`config.mk`:
```
export PLATFORM = sky130hd
export DESIGN_NAME = simd_imm_expand
export DESIGN_NICKNAME = d
export VERILOG_FILES = /design/src/rtl/simd_imm_pkg.sv /design/src/rtl/sie_decode.sv /design/src/rtl/sie_replicate.sv /design/src/rtl/sie_outstage.sv /design/src/rtl/simd_imm_expand.sv
export SDC_FILE = /design/constraint.sdc
export NUM_CORES = 1
export LEC_CHECK = 0
export ABC_AREA = 1
export BUFFER_PORTS_ARGS = -buffer_cell sky130_fd_sc_hd__buf_2
export CAP_MARGIN = 10
export CORE_MARGIN = 2
export CORE_UTILIZATION = 55
export DETAILED_ROUTE_END_ITERATION = 6
export PLACE_DENSITY_LB_ADDON = 0.2
export SYNTH_ARGS = -nofsm -noshare
export SYNTH_HDL_FRONTEND = slang
export SYNTH_SLANG_ARGS = --single-unit
```
`constraint.sdc`:
```
create_clock -name clk -period 10.6 [get_ports clk]
set_input_delay 1.06 -clock clk [delete_from_list [all_inputs] [get_ports clk]]
set_output_delay 1.06 -clock clk [all_outputs]
set_load 0.02 [all_outputs]
```
`src/rtl/simd_imm_pkg.sv`:
```
package simd_imm_pkg;

   // element width chosen by the pattern decoder
   typedef enum logic [1:0] {
      EW_B = 2'd0,
      EW_H = 2'd1,
      EW_W = 2'd2,
      EW_D = 2'd3
   } elem_w_e;

   typedef struct packed {
      logic [63:0] elem;
      elem_w_e     ew;
      logic        bad;
   } pat_t;

endpackage

```
`src/rtl/sie_decode.sv`:
```
module sie_decode
   import simd_imm_pkg::*;
#(
   parameter int IMM_W = 13
) (
   input  logic [IMM_W-1:0] imm,
   output pat_t             pat
);

   localparam int SX_PAD = 64 - 10;

   generate
      if (IMM_W != 13) begin : g_bad_imm_w
         $error("sie_decode: IMM_W must be 13");
      end
   endgenerate

   logic [7:0]  lo_byte;
   logic [63:0] sext;
   logic [31:0] fp_single;
   logic [63:0] fp_double;
   logic [63:0] bit_mask;

   assign lo_byte   = imm[7:0];
   assign sext      = {{SX_PAD{imm[9]}}, imm[9:0]};
   assign fp_single = {imm[7], ~imm[6], {5{imm[6]}}, imm[5:0], 19'b0};
   assign fp_double = {imm[7], ~imm[6], {8{imm[6]}}, imm[5:0], 48'b0};

   always_comb begin
      for (int k = 0; k < 8; k++) begin
         bit_mask[8*k +: 8] = {8{lo_byte[k]}};
      end
   end

   always_comb begin
      pat      = '0;
      pat.ew   = EW_B;
      if (!imm[12]) begin
         unique case (imm[11:10])
            2'b00: begin pat.elem = 64'(lo_byte); pat.ew = EW_B; end
            2'b01: begin pat.elem = sext;         pat.ew = EW_H; end
            2'b10: begin pat.elem = sext;         pat.ew = EW_W; end
            default: begin pat.elem = sext;       pat.ew = EW_D; end
         endcase
      end else begin
         unique case (imm[11:8])
            4'h0: begin pat.elem = 64'(lo_byte);                 pat.ew = EW_W; end
            4'h1: begin pat.elem = 64'(lo_byte) << 8;            pat.ew = EW_W; end
            4'h2: begin pat.elem = 64'(lo_byte) << 16;           pat.ew = EW_W; end
            4'h3: begin pat.elem = 64'(lo_byte) << 24;           pat.ew = EW_W; end
            4'h4: begin pat.elem = 64'(lo_byte);                 pat.ew = EW_H; end
            4'h5: begin pat.elem = 64'(lo_byte) << 8;            pat.ew = EW_H; end
            4'h6: begin pat.elem = 64'({lo_byte, 8'hFF});        pat.ew = EW_W; end
            4'h7: begin pat.elem = 64'({lo_byte, 16'hFFFF});     pat.ew = EW_W; end
            4'h8: begin pat.elem = 64'(lo_byte);                 pat.ew = EW_B; end
            4'h9: begin pat.elem = bit_mask;                     pat.ew = EW_D; end
            4'hA: begin pat.elem = 64'(fp_single);               pat.ew = EW_W; end
            4'hB: begin pat.elem = 64'(fp_single);               pat.ew = EW_D; end
            4'hC: begin pat.elem = fp_double;                    pat.ew = EW_D; end
            default: begin pat.elem = '0; pat.ew = EW_B; pat.bad = 1'b1; end
         endcase
      end
   end

endmodule

```
`src/rtl/sie_replicate.sv`:
```
module sie_replicate
   import simd_imm_pkg::*;
#(
   parameter int VEC_W = 128
) (
   input  logic [63:0]      elem,
   input  elem_w_e          ew,
   output logic [VEC_W-1:0] vec
);

   localparam int NBYTES = VEC_W / 8;

   generate
      for (genvar g = 0; g < NBYTES; g++) begin : g_lane
         localparam int OFS_H = 8 * (g % 2);
         localparam int OFS_W = 8 * (g % 4);
         localparam int OFS_D = 8 * (g % 8);
         always_comb begin
            unique case (ew)
               EW_B:    vec[8*g +: 8] = elem[7:0];
               EW_H:    vec[8*g +: 8] = elem[OFS_H +: 8];
               EW_W:    vec[8*g +: 8] = elem[OFS_W +: 8];
               default: vec[8*g +: 8] = elem[OFS_D +: 8];
            endcase
         end
      end
   endgenerate

endmodule

```
`src/rtl/sie_outstage.sv`:
```
module sie_outstage #(
   parameter int VEC_W   = 128,
   parameter bit OUT_REG = 1'b1
) (
   input  logic             clk,
   input  logic             rst,
   input  logic             in_valid,
   input  logic [VEC_W-1:0] in_vec,
   input  logic             in_bad,
   output logic             out_valid,
   output logic [VEC_W-1:0] out_vec,
   output logic             out_bad
);

   generate
      if (OUT_REG) begin : g_reg
         logic             v_q;
         logic             bad_q;
         logic [VEC_W-1:0] vec_q;

         always_ff @(posedge clk) begin
            if (rst) begin
               v_q   <= 1'b0;
               bad_q <= 1'b0;
            end else begin
               v_q   <= in_valid;
               bad_q <= in_valid & in_bad;
            end
         end

         // data register has no reset; it only loads on an accepted strobe
         always_ff @(posedge clk) begin
            if (in_valid && !rst) begin
               vec_q <= in_vec;
            end
         end

         assign out_valid = v_q;
         assign out_bad   = bad_q;
         assign out_vec   = vec_q;
      end else begin : g_comb
         assign out_valid = in_valid;
         assign out_bad   = in_valid & in_bad;
         assign out_vec   = in_vec;
      end
   endgenerate

endmodule

```
`src/rtl/simd_imm_expand.sv`:
```
module simd_imm_expand
   import simd_imm_pkg::*;
#(
   parameter int IMM_W   = 13,
   parameter int VEC_W   = 128,
   parameter bit OUT_REG = 1'b1
) (
   input  logic             clk,
   input  logic             rst,
   input  logic             in_valid,
   input  logic [IMM_W-1:0] in_imm,
   output logic             out_valid,
   output logic [VEC_W-1:0] out_vec,
   output logic             out_illegal
);

   generate
      if ((VEC_W % 64) != 0 || VEC_W < 64) begin : g_bad_vec_w
         $error("simd_imm_expand: VEC_W must be a nonzero multiple of 64");
      end
   endgenerate

   pat_t             pat;
   logic [VEC_W-1:0] vec_c;

   sie_decode #(.IMM_W(IMM_W)) u_dec (
      .imm (in_imm),
      .pat (pat)
   );

   sie_replicate #(.VEC_W(VEC_W)) u_rep (
      .elem (pat.elem),
      .ew   (pat.ew),
      .vec  (vec_c)
   );

   sie_outstage #(.VEC_W(VEC_W), .OUT_REG(OUT_REG)) u_out (
      .clk       (clk),
      .rst       (rst),
      .in_valid  (in_valid),
      .in_vec    (vec_c),
      .in_bad    (pat.bad),
      .out_valid (out_valid),
      .out_vec   (out_vec),
      .out_bad   (out_illegal)
   );

endmodule

```
After elaboration in Yosys (flattened, before gate mapping):

Index checks and enable logic that the tools add are counted.

* register bits: 130
* output and inout port bits: 130

* mux-type cells: 12
* reduce and logical (&&, ||, !) cells: 9
* equality and inequality tests: 16
* bitwise operators: 2

Operator list (number)
* 66-bit case mux with 13 select lines: 1
* 66-bit case mux with 3 select lines: 1
* 66-bit 2-to-1 mux: 1
* 8-bit case mux with 2 select lines: 3
* 8-bit 2-to-1 mux: 3
* 8-bit case mux with 3 select lines: 1
* 4-bit equality test, second input constant: 5
* 4-bit by 3-bit equality test with 1-bit output, second input constant: 4
* 13-bit OR reduction: 1
* 4-bit by 2-bit equality test with 1-bit output, second input constant: 2
* 2-bit by 1-bit equality test with 1-bit output, second input constant: 2
* 2-bit equality test, second input constant: 2
* 4-bit by 1-bit equality test with 1-bit output, second input constant: 1
* 2-bit zero test: 2
* 4-bit zero test: 1
* 2-bit OR reduction: 2
* 3-bit OR reduction: 1
* 1-bit 2-to-1 mux: 2
* 1-bit bitwise AND: 1
* 1-bit logical AND: 1
* 1-bit zero test: 1
* 1-bit inverter: 1

Depth between registers and ports, before layout:

* word-level depth: 6
* depth in mapped cells: 14
* depth with buffers taken out: 13

Hierarchy:

From an unflattened synthesis, not the netlist that was laid out.

* cells, all modules: 640
* area total of the unflattened synthesis: 6473.7 um^2

Modules (own cells, without submodules)
* sie_outstage: area an instance 3902.5 um^2, instances 1, cells an instance 135, seq. area each 3883.7 um^2
* sie_replicate: area an instance 1545.2 um^2, instances 1, cells an instance 295, seq. area each 0.0 um^2
* sie_decode: area an instance 1026.0 um^2, instances 1, cells an instance 210, seq. area each 0.0 um^2

Worst setup path after synthesis:

No wires, ideal clock.

* kind: input to register
* start point: input port in_valid
* end point: register u_out.g_reg.vec_q[100] (netlist: u_out.out_vec[100]), enable pin
* data arrival time: 3.803 ns
* path buffers: 0
* required time: 10.113 ns
* cell stages on the path: 2
* setup slack: 6.310 ns
* cell sequence: inv_1 nor2_1

* cells in the longest elaborated chain, start to end: 1

RTL lines
* start, declared: line simd_imm_expand.sv:10 `input logic in_valid,`
* 1-bit logical AND: line sie_outstage.sv:33 `if (in_valid && !rst) begin`
* end signal, assigned: line sie_outstage.sv:34 `vec_q <= in_vec;`
* end, declared: line sie_outstage.sv:19 `logic [VEC_W-1:0] vec_q;`

Every way passes these cells.
A chain may end at the register's enable or synchronous reset.

Final worst setup path:

* start point: input port in_imm[11]
* end point: register u_out.g_reg.vec_q[126] (netlist: u_out.out_vec[126]), data pin

* cells in the longest elaborated chain, start to end: 5
* elaborated cells on any way between the ends: 23
* those cells by class: eq/ne (16); mux (4); reduce/logical (3)

RTL lines
* start, declared: line simd_imm_expand.sv:11 `input logic [IMM_W-1:0] in_imm,`
* 4-bit equality test, or another cell as far along: line sie_decode.sv:46 `unique case (imm[11:8])`
* 66-bit case mux with 13 select lines or 66-bit case mux with 3 select lines (tied branches): line sie_decode.sv:46, sie_decode.sv:39
* 66-bit 2-to-1 mux (*): line sie_decode.sv:38 `if (!imm[12]) begin`
* 2-bit equality test, or another cell as far along: line sie_replicate.sv:19 `unique case (ew)`
* 8-bit case mux with 3 select lines (*): line sie_replicate.sv:19
* named net u_out.in_vec[126]: line sie_outstage.sv:8 `input logic [VEC_W-1:0] in_vec,`

The timed path passes the listed nets; every way through them passes the cells marked *.

==> run_results.csv <==
group,metric,value,unit
critical_path,critPathCaptureType,"flip-flop",
layout,nNetsFinal,636,
power,p_leak,2.42,nW
global_routing,overflow,0,
critical_path,startpoint_type,"input port",
synth,synth_area,4310,um2
timing,rsz0062_at_grt,"no",
timing,drv_slew,0,
detailed_routing,wirelength,11.6,mm
timing,finalHoldViolCount,0,
synth,syn-num-nets,563,
place,gp_congestion,0.955,
clock_tree,cts_hold_buffers,0,
global_routing,antenna_found_initial,0,
place,place_area,4590,um2
power,p_per_area,165,nW/um2
layout,antenna_cells,0,
global_routing,grt_max_degree,41,
min_path,whs_path_depth,2,
layout,fin_area,4840,um2
synth,synth.top_cell.area_share,44.6,%
clock_tree,post-cts-setup-buffers,0,
clock_tree,h-tree-depth,3,
global_routing,grt_pass1_vias,3412,
timing,fin_crit,3330,ps
synth,ys_seq_area_share,45.5,%
outcome,status,"finished, final reports clean",
die,die_area,8560,um2
place,dpl.hpwl,8.53,mm
clock_tree,numCtsBuffers,9,
min_path,hold_path.class,"input port to flip-flop",
power,finalPower,800,uW
die,rows,32,
die,io_pins,146,
timing,finalWorstSetupSlack,7270,ps
synth,synth-seq-cells,66,
die,floorplan.initialDensity,56.3,%
detailed_routing,drtIter0Drc,351,
die,coreArea,7650,um2
critical_path,arrival,3410,ps
timing,max_freq,301,MHz
critical_path,path_max_fanout,28,
timing,finalSetupViolCount,0,
layout,fill_cells,689,
global_routing,grt_usage,26.9,%
synth,yosysWarnings,0,
critical_path,critPathRequiredTime,10690,ps
layout,finalNonFillerCells,723,
timing,maxSlewHeadroom,43.9,%
power,ir_worst_vdd,0.0670,mV
detailed_routing,ant_nets,0,
timing,fin_setup_tns,0,ps
clock_tree,cts_root_buf,"clkbuf_8",
timing,fin_crit_sh,31.4,%
place,dp_slack,6920,ps
synth,avgSynthCellArea,7.93,um2
clock_tree,cts_resized,0,
synth,ys_top_cells_by_area,"edfxtp_1 (45%), nand2_1 (17%), buf_4 (12%)",
synth,ys_types,26,
clock_tree,cts_sinks,66,
detailed_routing,vias_per_cell,5.34,
die,die_h,92.5,um
critical_path,critPathKind,"input port to flip-flop",
die,die-width,92.5,um
clock_tree,cts_tree,"done",
detailed_routing,drc,0,
place,portBuffers,145,
detailed_routing,firstDrtPassIters,5,
global_routing,grt_first_pass_wirelength,17.8,mm
clock_tree,cts_buffer_depth,2,
place,place_inst,707,
detailed_routing,wl_per_cell,16.0,um
layout,synthToLayoutAreaGrowth,12.3,%
timing,worst_pin_slew,838,ps
detailed_routing,route.vias.total,3861,
synth,synth_cells,543,
layout,drive_gt1_share,29.8,%
synth,synth_top_cell_by_area,"edfxtp_1",
run,drv_cap,0,
clock_tree,clk_pin_slew,70,ps
[stage by stage]
step                util [%]  hold slack (ps)
floorplan                  -             1130
global placement        60.0             1290
detailed placement      60.0             1300
CTS                     63.3              932
global route            63.3              942
finish                  63.3              939
[layer usage]
layer  wire, um  global-route usage, %  vias to the layer above
li1           -                      -                     1884
met1       4970                   37.8                     1758
met2       5540                   43.1                      202
met3        923                   4.39                       17
met4        172                   7.96                        0
met5          0                      0                        -
[sequential cells by signal, summed over array words and instances (netlist names)]
register,flops
u_out.out_vec,64
u_out.out_bad,1
u_out.out_valid,1
[cell usage after synthesis, drive strengths merged]
cell type and instances:
o21bai 1, nor3 2, nor4 2, dfxtp 2
nand4 1, o21ai 10, ha 4, a21oi 19
edfxtp 64, a221oi 1, nand2 202, buf 81
clkbuf 5, nand3b 1, inv 25, nand3 97
nor2 26
[power by group]
part           total [mW]  switching [mW]  internal [mW]  leakage, nW
Clock               0.260           0.102          0.158        0.124
Combinational       0.214           0.154         0.0595         1.72
Sequential          0.326         0.00887          0.318        0.581
[cell type report]
| type | count | area, um2 | area share [%] |
|---|---|---|---|
| sequential | 66 | 1960 | 40.5 |
| multi-input combinational | 366 | 1660 | 34.3 |
| timing repair buffer | 148 | 748 | 15.5 |
| tap | 102 | 128 | 2.64 |
| clock inverter | 7 | 125 | 2.59 |
| clock buffer | 9 | 124 | 2.56 |
| inverter | 25 | 93.8 | 1.94 |
[path summary, 6_finish.rpt]
kind	startpoint	endpoint
setup / recovery	in_imm[11]	u_out.out_vec[126]
hold / removal	rst	u_out.out_valid
[cells by family (layout without fill, tap and decap cells)]
| family | Yosys count | in the layout | synth area share (%) |
|---|---|---|---|
| and+or+nand+nor | 331 | 331 | 33.4 |
| DFF | 66 | 66 | 45.5 |
| buffers and inverters | 111 | 189 | 16.1 |
| AOI/OAI and AO/OA | 31 | 31 | 3.75 |
| adders and majority gates | 4 | 4 | 1.16 |
[cells in the final DEF, fill, tap and decap left out]
master and instances:
nand2_1 197, buf_2 145, nand3_1 92, edfxtp_1 64
nor2_1 20, inv_1 20, a21oi_1 19, clkbuf_8 9
o21ai_0 7, inv_2 5, nand2_2 5, nor2_2 4
nand3_2 4, ha_1 4, o21ai_1 3, bufinv_16 3
clkinv_4 3, buf_4 3, nor2_4 2, nor3_1 2
nor4_1 2, dfxtp_1 2, nand3_4 1, nand4_1 1
a221oi_1 1, o21bai_1 1, nand3b_1 1, inv_6 1
[worst max-delay path, cell delays in order]
cell and delay [ps]:
buf_2 140, nor2_1 530, inv_1 120, nand3_1 110, o21ai_0 150, inv_1 120
ha_1 440, inv_2 300, nor4_1 340, nor2_1 90
No activity file was read; power rests on OpenSTA's default activity.
